**src/rtl/can_fault_counters.sv**
```systemverilog
module can_fault_counters #(
  parameter int TX_W            = 9,
  parameter int RX_W            = 8,
  parameter int TX_ERR_STEP     = 8,
  parameter int RX_SEVERE_STEP  = 8,
  parameter int PASSIVE_LIMIT   = 127,
  parameter int RX_RELOAD_ABOVE = 128,
  parameter int RX_RELOAD_VALUE = 120,
  parameter int RECOVERY_SEQS   = 128
) (
  input  logic       clk,
  input  logic       rst_n,
  input  logic       ev_rx_err,
  input  logic       ev_rx_err_severe,
  input  logic       ev_rx_ok,
  input  logic       ev_tx_err,
  input  logic       ev_tx_ok,
  input  logic       ev_idle_seq,
  output logic [7:0] tx_count_lo,
  output logic [7:0] rx_count,
  output logic [1:0] node_state
);
  localparam int BUSOFF_LIMIT = (1 << (TX_W - 1)) - 1;
  localparam int RX_MAX       = (1 << RX_W) - 1;
  localparam int REC_W        = $clog2(RECOVERY_SEQS);

  logic [TX_W-1:0]  tx_q, tx_d;
  logic [RX_W-1:0]  rx_q, rx_d;
  logic [REC_W-1:0] rec_q, rec_d;
  logic             busoff_q, busoff_d;
  logic [RX_W:0]    rx_sum;
  logic             rx_err_any, passive;

  assign rx_err_any = ev_rx_err | ev_rx_err_severe;
  assign rx_sum = {1'b0, rx_q} + (ev_rx_err_severe ? (RX_W+1)'(RX_SEVERE_STEP) : (RX_W+1)'(1));

  always_comb begin
    tx_d     = tx_q;
    rx_d     = rx_q;
    rec_d    = rec_q;
    busoff_d = busoff_q;
    if (busoff_q) begin
      if (ev_idle_seq) begin
        if (rec_q == REC_W'(RECOVERY_SEQS - 1)) begin
          tx_d     = '0;
          rx_d     = '0;
          rec_d    = '0;
          busoff_d = 1'b0;
        end else begin
          rec_d = rec_q + 1'b1;
        end
      end
    end else begin
      if (ev_tx_err)
        tx_d = tx_q + TX_W'(TX_ERR_STEP);
      else if (ev_tx_ok && tx_q != '0)
        tx_d = tx_q - 1'b1;

      if (rx_err_any)
        rx_d = rx_sum[RX_W] ? RX_W'(RX_MAX) : rx_sum[RX_W-1:0];
      else if (ev_rx_ok) begin
        if (rx_q > RX_W'(RX_RELOAD_ABOVE))
          rx_d = RX_W'(RX_RELOAD_VALUE);
        else if (rx_q != '0)
          rx_d = rx_q - 1'b1;
      end

      busoff_d = tx_d > TX_W'(BUSOFF_LIMIT);
      rec_d    = '0;
    end
  end

  always_ff @(posedge clk) begin
    if (!rst_n) begin
      tx_q     <= '0;
      rx_q     <= '0;
      rec_q    <= '0;
      busoff_q <= 1'b0;
    end else begin
      tx_q     <= tx_d;
      rx_q     <= rx_d;
      rec_q    <= rec_d;
      busoff_q <= busoff_d;
    end
  end

  assign passive     = (tx_q > TX_W'(PASSIVE_LIMIT)) || (rx_q > RX_W'(PASSIVE_LIMIT));
  assign tx_count_lo = tx_q[7:0];
  assign rx_count    = rx_q;
  assign node_state  = busoff_q ? 2'd2 : (passive ? 2'd1 : 2'd0);

  AST_RX_SEVERE_STEP: assert property (@(posedge clk) disable iff (!rst_n)
    (node_state != 2'd2 && ev_rx_err_severe && rx_q <= RX_W'(RX_MAX - RX_SEVERE_STEP))
    |=> rx_count == $past(rx_count) + 8'(RX_SEVERE_STEP));

  AST_RX_RELOAD: assert property (@(posedge clk) disable iff (!rst_n)
    (node_state != 2'd2 && ev_rx_ok && !rx_err_any && rx_count > 8'(RX_RELOAD_ABOVE))
    |=> rx_count == 8'(RX_RELOAD_VALUE));

  AST_PASSIVE_CAUSE: assert property (@(posedge clk) disable iff (!rst_n)
    node_state == 2'd1 |-> (tx_q > TX_W'(PASSIVE_LIMIT) || rx_count > 8'(PASSIVE_LIMIT)));

  AST_TX_BOUNDED: assert property (@(posedge clk) disable iff (!rst_n)
    node_state != 2'd2 |-> tx_q <= TX_W'(BUSOFF_LIMIT));

  AST_BUSOFF_FROZEN: assert property (@(posedge clk) disable iff (!rst_n)
    (node_state == 2'd2 && !ev_idle_seq) |=> ($stable(tx_count_lo) && $stable(rx_count)));

  AST_RECOVERY_CLEARS: assert property (@(posedge clk) disable iff (!rst_n)
    $fell(busoff_q) |-> (tx_q == '0 && rx_count == 8'd0));
endmodule

```
**config.mk**
```make
export PLATFORM = sky130hd
export DESIGN_NAME = can_fault_counters
export DESIGN_NICKNAME = d
export VERILOG_FILES = /design/src/rtl/can_fault_counters.sv
export SDC_FILE = /design/constraint.sdc
export NUM_CORES = 1
export LEC_CHECK = 0
export BUFFER_PORTS_ARGS = -buffer_cell sky130_fd_sc_hd__buf_4
export CAP_MARGIN = 5
export CORE_ASPECT_RATIO = 1.1
export CORE_MARGIN = 2
export CORE_UTILIZATION = 44
export CTS_CLUSTER_SIZE = 12
export DETAILED_ROUTE_END_ITERATION = 10
export PLACE_DENSITY = 0.67
export SYNTH_ARGS = -nofsm -noshare
export SYNTH_HDL_FRONTEND = slang
export SYNTH_SLANG_ARGS = --single-unit
```
**constraint.sdc**
```tcl
create_clock -name clk -period 2.12 [get_ports clk]
set_clock_uncertainty 0.1 [all_clocks]
set_input_delay 0.53 -clock clk [delete_from_list [all_inputs] [get_ports clk]]
set_output_delay 0.53 -clock clk [all_outputs]
set_load 0.03 [all_outputs]
```
# After elaboration in Yosys (flattened, before gate mapping)

Cells that the tools add are included.

Logic and storage cells: 47
Output and inout port bits: 18
Bits of input ports: 8
ROM bits: 0
Bits in writable memories: 0
Latch bits: 0
Flip-flop bits (word level): 25
Memories: 0

Magnitude comparators: 4
Multipliers: 0
Bitwise gates (word level): 1
Shift-type cells: 0
Muxes and demuxes: 21
Equality and inequality tests: 3
Reduce and logical (&&, ||, !) cells: 9
Div/mod/pow operators: 0
Add/sub/neg operators: 5

Operator list:

| cell                  | number |
|---|---|
| $mux W8               | 8 |
| $mux W9               | 6 |
| $add A8 B4 Y9         | 1 |
| $add A9 B4 Y9 const B | 1 |
| $gt A9 B7 Y1 const B  | 1 |
| $gt A9 B8 Y1 const B  | 1 |
| $reduce_bool A9 Y1    | 1 |
| $sub A9 B1 Y9 const B | 1 |
| $gt A8 B7 Y1 const B  | 1 |
| $gt A8 B8 Y1 const B  | 1 |
| $reduce_bool A8 Y1    | 1 |
| $sub A8 B1 Y8 const B | 1 |
| $add A7 B1 Y7 const B | 1 |
| $eq A7 B7 Y1 const B  | 1 |
| $mux W7               | 1 |
| $mux W1               | 4 |
| $mux W4               | 1 |
| $reduce_and A2 Y1     | 2 |
| $reduce_and A4 Y1     | 1 |
| $reduce_bool A4 Y1    | 1 |
| $reduce_bool A3 Y1    | 1 |
| $mux W2               | 1 |
| $ne A2 B1 Y1 const B  | 1 |
| $ne A2 B2 Y1 const B  | 1 |
| 3 further kinds       | 3 |

# Depth between registers and ports, before layout

Depth after elaboration: 7
Gate-level depth with buffers: 8
Gate-level depth less buffers: 8

# Worst setup path before layout

No wires, ideal clock.

Path kind: reg-to-reg
Start: register rx_q[0] (netlist: rx_count[0])
End: register rx_q[2] (netlist: rx_count[2])
Slack: -0.152 ns
Setup time: 0.070 ns
Path buffers: 0
Stages on the path, launching flop included: 8
Arrival: 2.102 ns
Cells stage by stage: dfxtp_1 ha_1 ha_1 a31oi_2 o31ai_1 o21ai_0 o32ai_1 o2bb2ai_1

Word-level cells in the longest chain between the ends: 6

RTL lines:

| element                | line | RTL |
|---|---|---|
| from (decl)            | 28   | `logic [RX_W-1:0] rx_q, rx_d;` |
| from (signal assigned) | 81   | `rx_q <= rx_d;` |
| $sub A8 B1 Y8          | 65   | `rx_d = rx_q - 1'b1;` |
| $mux W8                | 64   | `else if (rx_q != '0)` |
| $mux W8                | 62   | `if (rx_q > RX_W'(RX_RELOAD_ABOVE))` |
| $mux W8                | 61   | `else if (ev_rx_ok) begin` |
| $mux W8                | 59   | `if (rx_err_any)` |
| $mux W8                | 42   | `if (busoff_q) begin` |

Parallel ways exist; a longest one is shown, timed or not. The select of a mux whose other input is x is not followed.
A chain may end at the register's enable or synchronous reset.

# Final worst setup path

Start: register tx_q[3]
End: output node_state[0]

Word-level cells in the longest chain between the ends: 4

RTL lines:

| element                | line | RTL |
|---|---|---|
| from (decl)            | 27   | `logic [TX_W-1:0] tx_q, tx_d;` |
| from (signal assigned) | 80   | `tx_q <= tx_d;` |
| $gt A9 B7 Y1           | 87   | `assign passive = (tx_q > TX_W'(PASSIVE_LIMIT)) \|\| (rx_q > RX_W'(PASSIVE_LIMIT));` |
| $logic_or A1 B1 Y1     | 87   |  |
| $mux W1                | 90   | `assign node_state = busoff_q ? 2'd2 : (passive ? 2'd1 : 2'd0);` |
| $mux W2                | 90   |  |
| to (decl)              | 21   | `output logic [1:0] node_state` |

Every way passes these cells.

==> results.yml <==
setup_path:
  critical_path.max_fanout: 4
  critical_path_required_ns: 1.49
  timing.critical_path.slowest_stage_cell: "dfxtp_2"
  cp_cell_sequence: "buf_4, buf_6, a31oi_4, nand4_1, a21oi_1, buf_4"
  crit_path_end_kind: "output pin"
  crit_path_frequent_cell: "buf_4"
  ff2ff_path_depth: 6
  worstSetupPathType: "flop to output pin"
  cp_data_arrival_time_ns: 1.50
  startpoint_type: "flop"
  cp_slowest_stage_delay_ns: 0.35
logic_synthesis:
  synthesis.nets: 256
  synth-seq-cells: 25
  yosysUniqueCellTypes: 66
  syn_area_per_cell_sq_um: 8.109
  synth-edff-count: 0
  mappedNetlistArea_sq_um: 1922
  synthesis.instances: 237
  synth-warning-count: 0
  synthArstFlopShare_pct: 0
  dominantRegCellSynth: "dfxtp_1"
  synth-seq-area-share_pct: 26.04
global_route:
  grt_pass1_vias: 1752
  grt_pass1_wl_microns: 7838
  initial_antenna_violation_count: 0
  grt.overflow.total: 0
  grt_start_max_net_pins: 15
  grtUsageTotal_pct: 20.31
place:
  post-place-ws_ns: -0.09842
  port_buffers: 25
  placed_cell_area_sq_um: 2293
  gpl.final_weighted_congestion: 0.8859
  detailedPlacementHpwl_microns: 3585
die:
  num_io_pins: 26
  design.die.area_sq_um: 4913
  core-area_sq_um: 4254
  initial_utilization_pct: 45.18
  die_height_microns: 73.32
  std_cell_rows: 25
  die_w_microns: 67.02
power:
  leakagePower_nw: 0.9901
  power.density_nw_per_um2: 807.0
  ir_drop_mv: 0.4894
route:
  initialDrtViolationCount: 137
  drt-vias-per-instance: 5.542
  drtPass1Iterations: 4
  ant_nets: 0
  routed_wirelength_microns: 4699
  detail_route.wl_per_cell_microns: 14.24
  detailroute.via_count: 1829
  drcViolationCount: 0
sta:
  drv_slew: 0
  max_slew.worst_pin.slew_ns: 0.6251
  final_hold_viol_count: 0
  finalSetupViolCount: 1
  final_critical_path_setup_slack_ns: -0.01218
  slew-limit-headroom_pct: 57.98
  final_min_period_over_clock_period_pct: 100.6
  final.min_clock_period_ns: 2.132
  grt_setup_unrepaired: "yes"
  timing.fmax_mhz: 469.0
hold_path:
  min-delay-path-class: "flop to flop"
  worst_hold_path.num_cells: 2
clock_tree:
  numClockSinks: 25
  cts.clk_slew.worst_paths_ns: 0.09
  clock_tree.htree_level_count: 1
  insertion_delay_ns: 0.27
  numCtsBuffers: 3
  cts_root_buffer: "clkbuf_8"
  cts_max_path_buffers: 2
  tritoncts: "done"
  postCtsHoldBufs: 0
layout:
  fin_nets: 296
  diodes: 0
  layout.cell_area.non_filler_sq_um: 2440
  share_of_post_route_cells_with_drive_strength_above_1_pct: 31.88
  area.growth.synth_to_final_pct: 26.95
run_status:
  violated_checks: "setup timing"
  status: "complete, but fails checks"
run:
  cap_violations: 0
==> where the power goes <==
group          internal, mW  total [mW]  switching [mW]
Sequential            0.538       0.615          0.0768
Clock                 0.132       0.294           0.163
Combinational         0.488        1.06           0.572
Total                  1.16        1.97           0.811
==> per-layer routing <==
metal  vias up  GRT usage, %  wire length, microns
li1        938             -                     -
met1       848         26.83                  2171
met2        37         34.32                  2318
met3         6         2.910                   161
met4         0         5.669                    47
met5         -             0                     0
==> kinds of logic (layout without fill, tap and decap cells) <==
| kind of cell | Yosys count | in the layout | synth area share, % |
|---|---|---|---|
| AO/OA/AOI/OAI | 67 | 67 | 26.17 |
| XOR/XNOR | 8 | 8 | 3.646 |
| adder cells (fa/ha/maj) | 11 | 11 | 7.161 |
| buffers and inverters | 29 | 68 | 8.007 |
| flip-flops | 25 | 25 | 26.04 |
| multiplexers | 4 | 4 | 2.148 |
| AND/OR/NAND/NOR | 93 | 93 | 26.82 |
==> cells in the final DEF (no fill, tap or decap), types with 7 or more instances in the layout <==
master and instances:
a21oi_1 11, buf_4 48, dfxtp_1 17, dfxtp_2 7, ha_1 7, inv_1 11, nand2_1 22, nand3_1 11
nor2_1 14, o21ai_0 14
==> path summary, 6_finish.rpt <==
path	from	to	slack (ns)
worst max-delay path	tx_q[3]$_SDFFE_PN0P_	node_state[0]	-0.01
worst min-delay path	rec_q[5]$_SDFFE_PN0P_	rec_q[5]$_SDFFE_PN0P_	0.40
worst max register to register	rx_count[2]$_SDFFE_PN0P_	rx_count[6]$_SDFFE_PN0P_	0.09
worst min register to register	rec_q[5]$_SDFFE_PN0P_	rec_q[5]$_SDFFE_PN0P_	0.40
==> layout make-up <==
cell class	count	area (sq um)
repair buffers	51	394.1
clock buffers	3	41.29
well taps	54	67.56
inverters	13	48.80
fillers	400	1814
clock inverters	1	5.005
multi-input cells	183	1370
flip-flops and latches	25	513.0
==> synthesized netlist by cell type, drive strengths merged (2+ instances only) <==
library cell	instances	area share, %
dfxtp	25	26
nand2	23	4.5
o21ai	17	4.4
buf	14	5.1
nor2	14	2.7
inv	13	2.5
nand3	12	3.1
a21oi	11	2.9
ha	11	7.2
nor3	6	1.6
and2	5	1.6
or3	5	1.9
xor2	5	2.3
a21o	4	1.6
a31oi	4	1.6
nor4	4	1.6
o21a	4	1.6
and3	3	0.98
mux2i	3	1.6
nand2b	3	0.98
nor2b	3	0.98
o31a	3	1.4
xnor2	3	1.4
a21boi	2	0.78
a22o	2	0.91
clkbuf	2	0.39
nand4	2	0.65
nor3b	2	1.0
nor4b	2	1.2
o22ai	2	0.65
o32ai	2	0.91
or2	2	0.65
or4	2	0.98
==> stage by stage <==
stage	hold WS (ns)	cells	power (mW)	TNS, ns	util, %
floorplan	0.3583	237	1.325	-0.005449	-
global placement	0.3684	326	1.593	-0.04423	53.91
detailed placement	0.3772	326	1.602	-0.1069	53.91
CTS	0.3933	330	1.915	-0.01017	55.47
global route	0.4163	330	2.095	-0.06724	57.35
finish	0.3966	330	1.969	-0.01218	57.35
==> worst max-delay path, delay by kind of cell, from the launching register on <==
kind	cells	cell delay, ns
flip-flops	1	0.35
AND/OR/NAND/NOR	1	0.13
AO/OA/AOI/OAI	2	0.33
buffers and inverters	3	0.44
==> flip-flops by register name (all words and copies together), names as in the netlist <==
name,flops
busoff_q,1
rx_count,8
rec_q,7
tx_q,9
==> what timing repair did <==
item	4_1_cts	5_1_grt
resized for setup	8	17
buffers inserted	1	0
endpoints found under the setup margin	1	10
pin swaps	3	6
No activity file was read; power rests on OpenSTA's default activity.
